**config.mk**
```make
export PLATFORM = sky130hd
export DESIGN_NAME = mulstep_unit
export DESIGN_NICKNAME = d
export VERILOG_FILES = /design/src/rtl/mulstep_pkg.sv /design/src/rtl/mulstep_shift_gate.sv /design/src/rtl/mulstep_adder_cc.sv /design/src/rtl/mulstep_cmd_decode.sv /design/src/rtl/mulstep_unit.sv
export SDC_FILE = /design/constraint.sdc
export NUM_CORES = 1
export LEC_CHECK = 0
export BUFFER_PORTS_ARGS = -buffer_cell sky130_fd_sc_hd__buf_2
export CAP_MARGIN = 25
export CORE_MARGIN = 10
export CORE_UTILIZATION = 55
export CTS_BUF_LIST = sky130_fd_sc_hd__clkbuf_8
export CTS_CLUSTER_SIZE = 10
export DETAILED_ROUTE_END_ITERATION = 16
export GPL_ROUTABILITY_DRIVEN = 0
export PLACE_DENSITY = 0.92
export SETUP_SLACK_MARGIN = 0.2
export SYNTH_ARGS = -nofsm -noshare
export SYNTH_HDL_FRONTEND = slang
export SYNTH_HIERARCHICAL = 1
export SYNTH_SLANG_ARGS = --single-unit
```
**constraint.sdc**
```tcl
create_clock -name clk -period 5.4 [get_ports clk]
set_input_delay 0.54 -clock clk [delete_from_list [all_inputs] [get_ports clk]]
set_output_delay 0.54 -clock clk [all_outputs]
set_load 0.1 [all_outputs]
```
**src/rtl/mulstep_pkg.sv**
```systemverilog
package mulstep_pkg;

    // width of the register-index fields carried by the commands
    localparam int unsigned FIELD_W = 5;

    typedef struct packed {
        logic n;
        logic z;
        logic v;
        logic c;
    } cc_t;

endpackage

```
**src/rtl/mulstep_shift_gate.sv**
```systemverilog
// Builds the two adder operands of a multiply step.
module mulstep_shift_gate #(
    parameter int unsigned DATA_W = 32
) (
    input  logic [DATA_W-1:0] op_a_i,
    input  logic [DATA_W-1:0] op_b_i,
    input  logic              flag_n_i,
    input  logic              flag_v_i,
    input  logic              y_lsb_i,
    output logic [DATA_W-1:0] shifted_o,
    output logic [DATA_W-1:0] gated_o
);

    localparam int unsigned TOP = DATA_W - 1;

    // the true sign of the previous sum replaces the bit shifted in
    always_comb begin
        shifted_o      = op_a_i >> 1;
        shifted_o[TOP] = flag_n_i ^ flag_v_i;
    end

    // one AND gate per bit, enabled by the multiplier bit in Y
    for (genvar i = 0; i < DATA_W; i++) begin : g_gate
        assign gated_o[i] = op_b_i[i] & y_lsb_i;
    end

endmodule

```
**src/rtl/mulstep_adder_cc.sv**
```systemverilog
// Shared adder and condition-code generation.
module mulstep_adder_cc
    import mulstep_pkg::*;
#(
    parameter int unsigned DATA_W = 32
) (
    input  logic [DATA_W-1:0] x_i,
    input  logic [DATA_W-1:0] y_i,
    output logic [DATA_W-1:0] sum_o,
    output cc_t               cc_o
);

    localparam int unsigned TOP = DATA_W - 1;

    logic [DATA_W:0] wide_sum;

    always_comb begin
        wide_sum = {1'b0, x_i} + {1'b0, y_i};
        sum_o    = wide_sum[TOP:0];
        cc_o.n   = wide_sum[TOP];
        cc_o.z   = (wide_sum[TOP:0] == '0);
        cc_o.c   = wide_sum[DATA_W];
        cc_o.v   = (x_i[TOP] == y_i[TOP]) && (wide_sum[TOP] != x_i[TOP]);
    end

endmodule

```
**src/rtl/mulstep_cmd_decode.sv**
```systemverilog
// Command legality and conflict decode.
module mulstep_cmd_decode
    import mulstep_pkg::*;
(
    input  logic               step_en_i,
    input  logic               wry_en_i,
    input  logic               rd_en_i,
    input  logic [FIELD_W-1:0] wr_dst_i,
    input  logic [FIELD_W-1:0] rd_src_i,
    output logic               do_step_o,
    output logic               do_write_o,
    output logic               read_ok_o,
    output logic               illegal_o,
    output logic               collide_o
);

    logic wr_field_bad;
    logic rd_field_bad;

    always_comb begin
        wr_field_bad = (wr_dst_i != '0);
        rd_field_bad = (rd_src_i != '0);
        // a write-Y always claims the cycle, legal or not
        do_write_o   = wry_en_i && !wr_field_bad;
        do_step_o    = step_en_i && !wry_en_i;
        read_ok_o    = rd_en_i && !rd_field_bad;
        illegal_o    = (wry_en_i && wr_field_bad) || (rd_en_i && rd_field_bad);
        collide_o    = step_en_i && wry_en_i;
    end

endmodule

```
**src/rtl/mulstep_unit.sv**
```systemverilog
module mulstep_unit
    import mulstep_pkg::*;
#(
    parameter int unsigned DATA_W = 32
) (
    input  logic               clk,
    input  logic               rst_n,
    input  logic               step_en_i,
    input  logic               wry_en_i,
    input  logic               rd_en_i,
    input  logic [FIELD_W-1:0] wr_dst_i,
    input  logic [FIELD_W-1:0] rd_src_i,
    input  logic [DATA_W-1:0]  op_a_i,
    input  logic [DATA_W-1:0]  op_b_i,
    input  logic               flag_n_i,
    input  logic               flag_v_i,
    output logic [DATA_W-1:0]  res_o,
    output logic               flag_n_o,
    output logic               flag_z_o,
    output logic               flag_v_o,
    output logic               flag_c_o,
    output logic [DATA_W-1:0]  y_o,
    output logic [DATA_W-1:0]  rd_data_o,
    output logic               illegal_o,
    output logic               collide_o
);

    localparam int unsigned TOP = DATA_W - 1;

    typedef struct packed {
        logic [DATA_W-1:0] y;
        logic [DATA_W-1:0] res;
        cc_t               cc;
        logic              illegal;
        logic              collide;
    } state_t;

    state_t st_d, st_q;

    logic [DATA_W-1:0] shifted, gated;
    logic [DATA_W-1:0] add_x, add_y, add_sum;
    cc_t               add_cc;
    logic              do_step, do_write, read_ok, illegal_c, collide_c;

    mulstep_cmd_decode u_dec (
        .step_en_i  (step_en_i),
        .wry_en_i   (wry_en_i),
        .rd_en_i    (rd_en_i),
        .wr_dst_i   (wr_dst_i),
        .rd_src_i   (rd_src_i),
        .do_step_o  (do_step),
        .do_write_o (do_write),
        .read_ok_o  (read_ok),
        .illegal_o  (illegal_c),
        .collide_o  (collide_c)
    );

    mulstep_shift_gate #(.DATA_W(DATA_W)) u_sg (
        .op_a_i    (op_a_i),
        .op_b_i    (op_b_i),
        .flag_n_i  (flag_n_i),
        .flag_v_i  (flag_v_i),
        .y_lsb_i   (st_q.y[0]),
        .shifted_o (shifted),
        .gated_o   (gated)
    );

    // one adder serves both the step sum and the write-Y sum
    always_comb begin
        add_x = wry_en_i ? op_a_i : shifted;
        add_y = wry_en_i ? op_b_i : gated;
    end

    mulstep_adder_cc #(.DATA_W(DATA_W)) u_add (
        .x_i   (add_x),
        .y_i   (add_y),
        .sum_o (add_sum),
        .cc_o  (add_cc)
    );

    always_comb begin
        st_d         = st_q;
        st_d.illegal = illegal_c;
        st_d.collide = collide_c;
        if (do_write) begin
            st_d.y = add_sum;
        end else if (do_step) begin
            st_d.y   = {op_a_i[0], st_q.y[TOP:1]};
            st_d.res = add_sum;
            st_d.cc  = add_cc;
        end
    end

    always_ff @(posedge clk) begin
        if (!rst_n) begin
            st_q <= '0;
        end else begin
            st_q <= st_d;
        end
    end

    assign res_o     = st_q.res;
    assign flag_n_o  = st_q.cc.n;
    assign flag_z_o  = st_q.cc.z;
    assign flag_v_o  = st_q.cc.v;
    assign flag_c_o  = st_q.cc.c;
    assign y_o       = st_q.y;
    assign rd_data_o = read_ok ? st_q.y : '0;
    assign illegal_o = st_q.illegal;
    assign collide_o = st_q.collide;

endmodule

```
# Yosys cells after proc, flatten, opt, wreduce, memory -nomap -nowiden
# Cells that the tools add are included.
# totals
latchBits,0
register_bits,70
wordCells,66
output_inout_bits,102
inputBits,81
rom_bits,0
ram_bits,0
memories,0
# op_classes
magnitude_cmp,0
shifts,0
mul,0
n_reduce_logical,16
n_mux,5
n_bitwise,34
div,0
n_eq_ne,2
n_addsub,1
# ops
operator,count
32-bit 2-to-1 mux,4
68-bit 2-to-1 mux,1
32-bit by 32-bit adder with 33-bit output,1
1-bit bitwise AND,32
32-bit zero test,1
5-bit nonzero test,2
1-bit logical AND,7
1-bit zero test,3
2-bit AND reduction,1
2-bit nonzero test,1
1-bit equality test,1
1-bit logical OR,1
1-bit inequality test,1
1-bit inverter,1
1-bit bitwise XOR,1

# Depth between registers and ports, before layout
# depth
ltp_word,7
depth_mapped,16
mapped_depth_nobuf,15

# Modules after synthesis
# Netlist, hierarchy kept.
# modules_own_cells
module,cells_per_inst,seq_area_each_um2,instances,area_each_um2
mulstep_unit,410,1401.3,1,3743.6
mulstep_adder_cc,288,0.0,1,2123.3
mulstep_shift_gate,67,0.0,1,496.7
mulstep_cmd_decode,9,0.0,1,73.8

# Least setup slack after synthesis
# OpenSTA, ideal clock, no wires.
# synth_timing
path_kind,reg-to-reg
from,"register st_q, in the netlist y_o[0]"
to,"register st_q, in the netlist flag_z_o"
t_required_ns,5.324
setup_ns,0.076
period_less_slack_ns,4.500
stages_incl_launch_ff,17
slack_ns,0.900
arrival_ns,4.424
path_buffers,1
cell_sequence,dfxtp_1 -> clkbuf_2 -> and2_2 -> mux2_2 -> ha_1 -> fa_1 -> a21o_1 -> nand4_1 -> a31oi_2 -> o41ai_4 -> o31ai_2 -> a2111o_1 -> a311oi_1 -> or4b_1 -> nor4_2 -> nand2_1 -> a21boi_0
# synth_rtl
element,line_no,text
"start, declared",mulstep_unit.sv:38,"state_t st_d, st_q;"
"start signal, assigned",mulstep_unit.sv:98,st_q <= st_d;

==> impl_metrics.tcl <==
set metrics [dict create \
    area_growth_pct 13.06 \
    cts_setup_buffers 0 \
    worst_hold_path_type "register to register" \
    crit_chain "buf_2, buf_12, mux2_2, ha_1, a21oi_1, o21ai_0, a2111oi_0, nor3_1, a311oi_2, o21ai_1, xor2_1, or4b_2, nor4_2, nand2_1, a21boi_0" \
    switching_share 0.4123 \
    htree_levels 3 \
    layout_common_cells "buf_2, nand2_1, dfxtp_1, mux2_2, a21oi_1" \
    io_buffer_count 182 \
    fin_crit_sh 0.8558 \
    cts_made_buffers 9 \
    worstSkewPairLatency_ps 350 \
    initial_core_util 0.5638 \
    max-clock-path-buffers 2 \
    status "finished, final reports clean" \
    clock-root-buffer "clkbuf_8" \
    p_per_area_nw_per_um2 233.5 \
    cts_tree "yes" \
    power_frac_comb 0.429 \
    vias 6091 \
    synth_edf_count 0 \
    synth_area_per_cell_sq_um 8.317 \
    dieArea_sq_um 16430 \
    critPathMaxStageDelay_ps 670 \
    power_leakage_nw 3.355 \
    setup_violations 0 \
    worstPathArrival_ps 4890 \
    cts.sinks 70 \
    num-nets-final 1007 \
    switchingPower_w 0.0007007 \
    grt_util_all_layers 0.2133 \
    grt_pass1_vias 5940 \
    r2r_cells 16 \
    synth-main-ff-cell "dfxtp_1" \
    maxSlewHeadroom 0.3053 \
    ant_nets 0 \
    final.min_clock_period_ps 4621 \
    tns_ps 0 \
    synth_nets 888 \
    ys_types 72 \
    die_w_um 128.2 \
    grt_max_degree 71 \
    sequentialPowerShare 0.327 \
    drtPass1Iterations 5 \
    timing.fmax_mhz 216.4 \
    ys_seq_area_frac 0.2177 \
    finClkSkew_ps 7.487 \
    fin_cells 1040 \
    internal_power_w 0.0009989 \
    rsz0062_at_grt "false" \
    syn_area_sq_um 6437 \
    dp_hpwl_mm 14.57 \
    antenna_found_initial 1 \
    grt-ovfl-total 0 \
    grt_pass1_wl_mm 29.38 \
    ys_warn_count 6 \
    drv_slew 0 \
    max-vdd-ir-drop_uv 220.8 \
    path_clk_slew_ps 70 \
    syn-instance-count 774 \
    p_clk_frac 0.245 \
    cts_hold_buf 0 \
    drv_cap 0 \
    die_y_um 128.2 \
    finalHoldViolations 0 \
    routedWlPerCell_um 17.92 \
    ys_ff_latch 70 \
    end_kind "register" \
    hold_path_depth 2 \
    drt-initial-drc-count 605 \
    drc 0 \
    startpoint_type "primary input" \
    required_ps 5670 \
    cts_resized 0 \
    critPathKind "primary input to register" \
    layout_commonest_cell "buf_2" \
    num_rows 39 \
    layout-drive-gt1-share 0.3616 \
    place_inst 1024 \
    async_flop_share 0 \
    core_sq_um 11420 \
    crit_path_top_delay_cell "or4b_2" \
    vias_per_cell 5.857 \
    io_pins 183 \
    crit_path_max_fanout 43 \
    routed_wl_mm 18.64 \
    worst_pin_slew_ps 1042 \
]
[cells by family (layout without fill, tap and decap cells)]
kind of cell               after synthesis  count (layout)  synth area share
xor gates and xnor gates                22              22           0.02993
muxes                                   97              97            0.1635
AOI/OAI and AO/OA                      208             208            0.2202
and+or+nand+nor                        257             257            0.2165
adders and majority gates               33              33           0.06531
other                                    0               1                 0
DFF                                     70              70            0.2177
buffers and inverters                   87             209           0.08688
[worst paths after layout]
| kind | from | end | slack [ps] |
|---|---|---|---|
| max reg2reg | y_o[0]$_SDFFE_PN0P_ | flag_z_o$_SDFFE_PN0P_ | 830 |
| max | wry_en_i | flag_z_o$_SDFFE_PN0P_ | 780 |
| min | res_o[7]$_SDFFE_PN0P_ | res_o[7]$_SDFFE_PN0P_ | 450 |
| min reg2reg | res_o[7]$_SDFFE_PN0P_ | res_o[7]$_SDFFE_PN0P_ | 450 |
[layer usage]
| layer | GRT usage | wire length, um | vias up |
|---|---|---|---|
| met5 | 0 | 0 | - |
| met4 | 0.08609 | 473 | 0 |
| met3 | 0.06865 | 1862 | 37 |
| met2 | 0.3572 | 8861 | 268 |
| met1 | 0.2451 | 7441 | 2807 |
| li1 | - | - | 2979 |
[state kept, by name, indices dropped and copies added (netlist names)]
register / count
res_o: 32
collide_o: 1
flag_v_o: 1
flag_z_o: 1
y_o: 32
flag_c_o: 1
flag_n_o: 1
illegal_o: 1
[area by class of cell]
class | count | area, sq um
clock inverter | 3 | 37.54
timing repair buffer | 189 | 999.7
inverter | 6 | 22.52
sequential | 70 | 1401
antenna | 1 | 2.502
tap | 143 | 178.9
multi-input combinational | 617 | 4484
fill | 969 | 4140
clock buffer | 11 | 151.4
[power groups by stage]
stage	logic [W]	registers (W)	clock network, W
2_1_floorplan	0.000402	0.000744	0
3_3_place_gp	0.000705	0.000566	0
3_5_place_dp	0.000717	0.000567	0
4_1_cts	0.000720	0.000556	0.000420
5_1_grt	0.000782	0.000558	0.000443
6_report	0.000729	0.000555	0.000416
[per-stage QoR]
stage / worst slack, ps / utilization / hold WS [ps] / total power, W / area, sq um
after CTS: 516.3 / 0.6348 / 450.7 / 0.001696 / 7248
after detailed placement: 540.1 / 0.6182 / 441.3 / 0.001284 / 7059
after global placement: 646.7 / 0.6172 / 439.1 / 0.001271 / 7048
after floorplan: 899.9 / - / 740.9 / 0.001145 / 6437
after global routing: 560.1 / 0.6374 / 472.3 / 0.001782 / 7278
final: 778.6 / 0.6374 / 451.3 / 0.001700 / 7278
[critical path, delay by kind of cell]
| family | cells | cell delay [ps] |
|---|---|---|
| multiplexers | 1 | 370 |
| AO/OA/AOI/OAI | 6 | 1670 |
| XOR/XNOR | 1 | 210 |
| buffers and inverters | 2 | 610 |
| adder cells (fa/ha/maj) | 1 | 430 |
| AND/OR/NAND/NOR | 4 | 1040 |
[synthesized netlist by cell type, types with 8 or more instances]
cell	number	share of area
mux2i_1	32	0.050
xor2_1	11	0.015
a211oi_1	8	0.0093
and2_1	38	0.037
nand3_1	9	0.0070
clkbuf_1	21	0.012
buf_6	8	0.014
nor2_1	17	0.0099
and2_2	32	0.037
ha_1	32	0.062
nand2_1	100	0.058
o21ai_1	12	0.0093
dfxtp_1	70	0.22
a21boi_1	31	0.036
xnor2_1	11	0.015
a21oi_1	52	0.040
buf_4	43	0.050
nor3_1	12	0.0093
a21o_1	13	0.015
mux2_2	65	0.11
o21ai_0	39	0.030
Power figures use the tool's default switching activity.
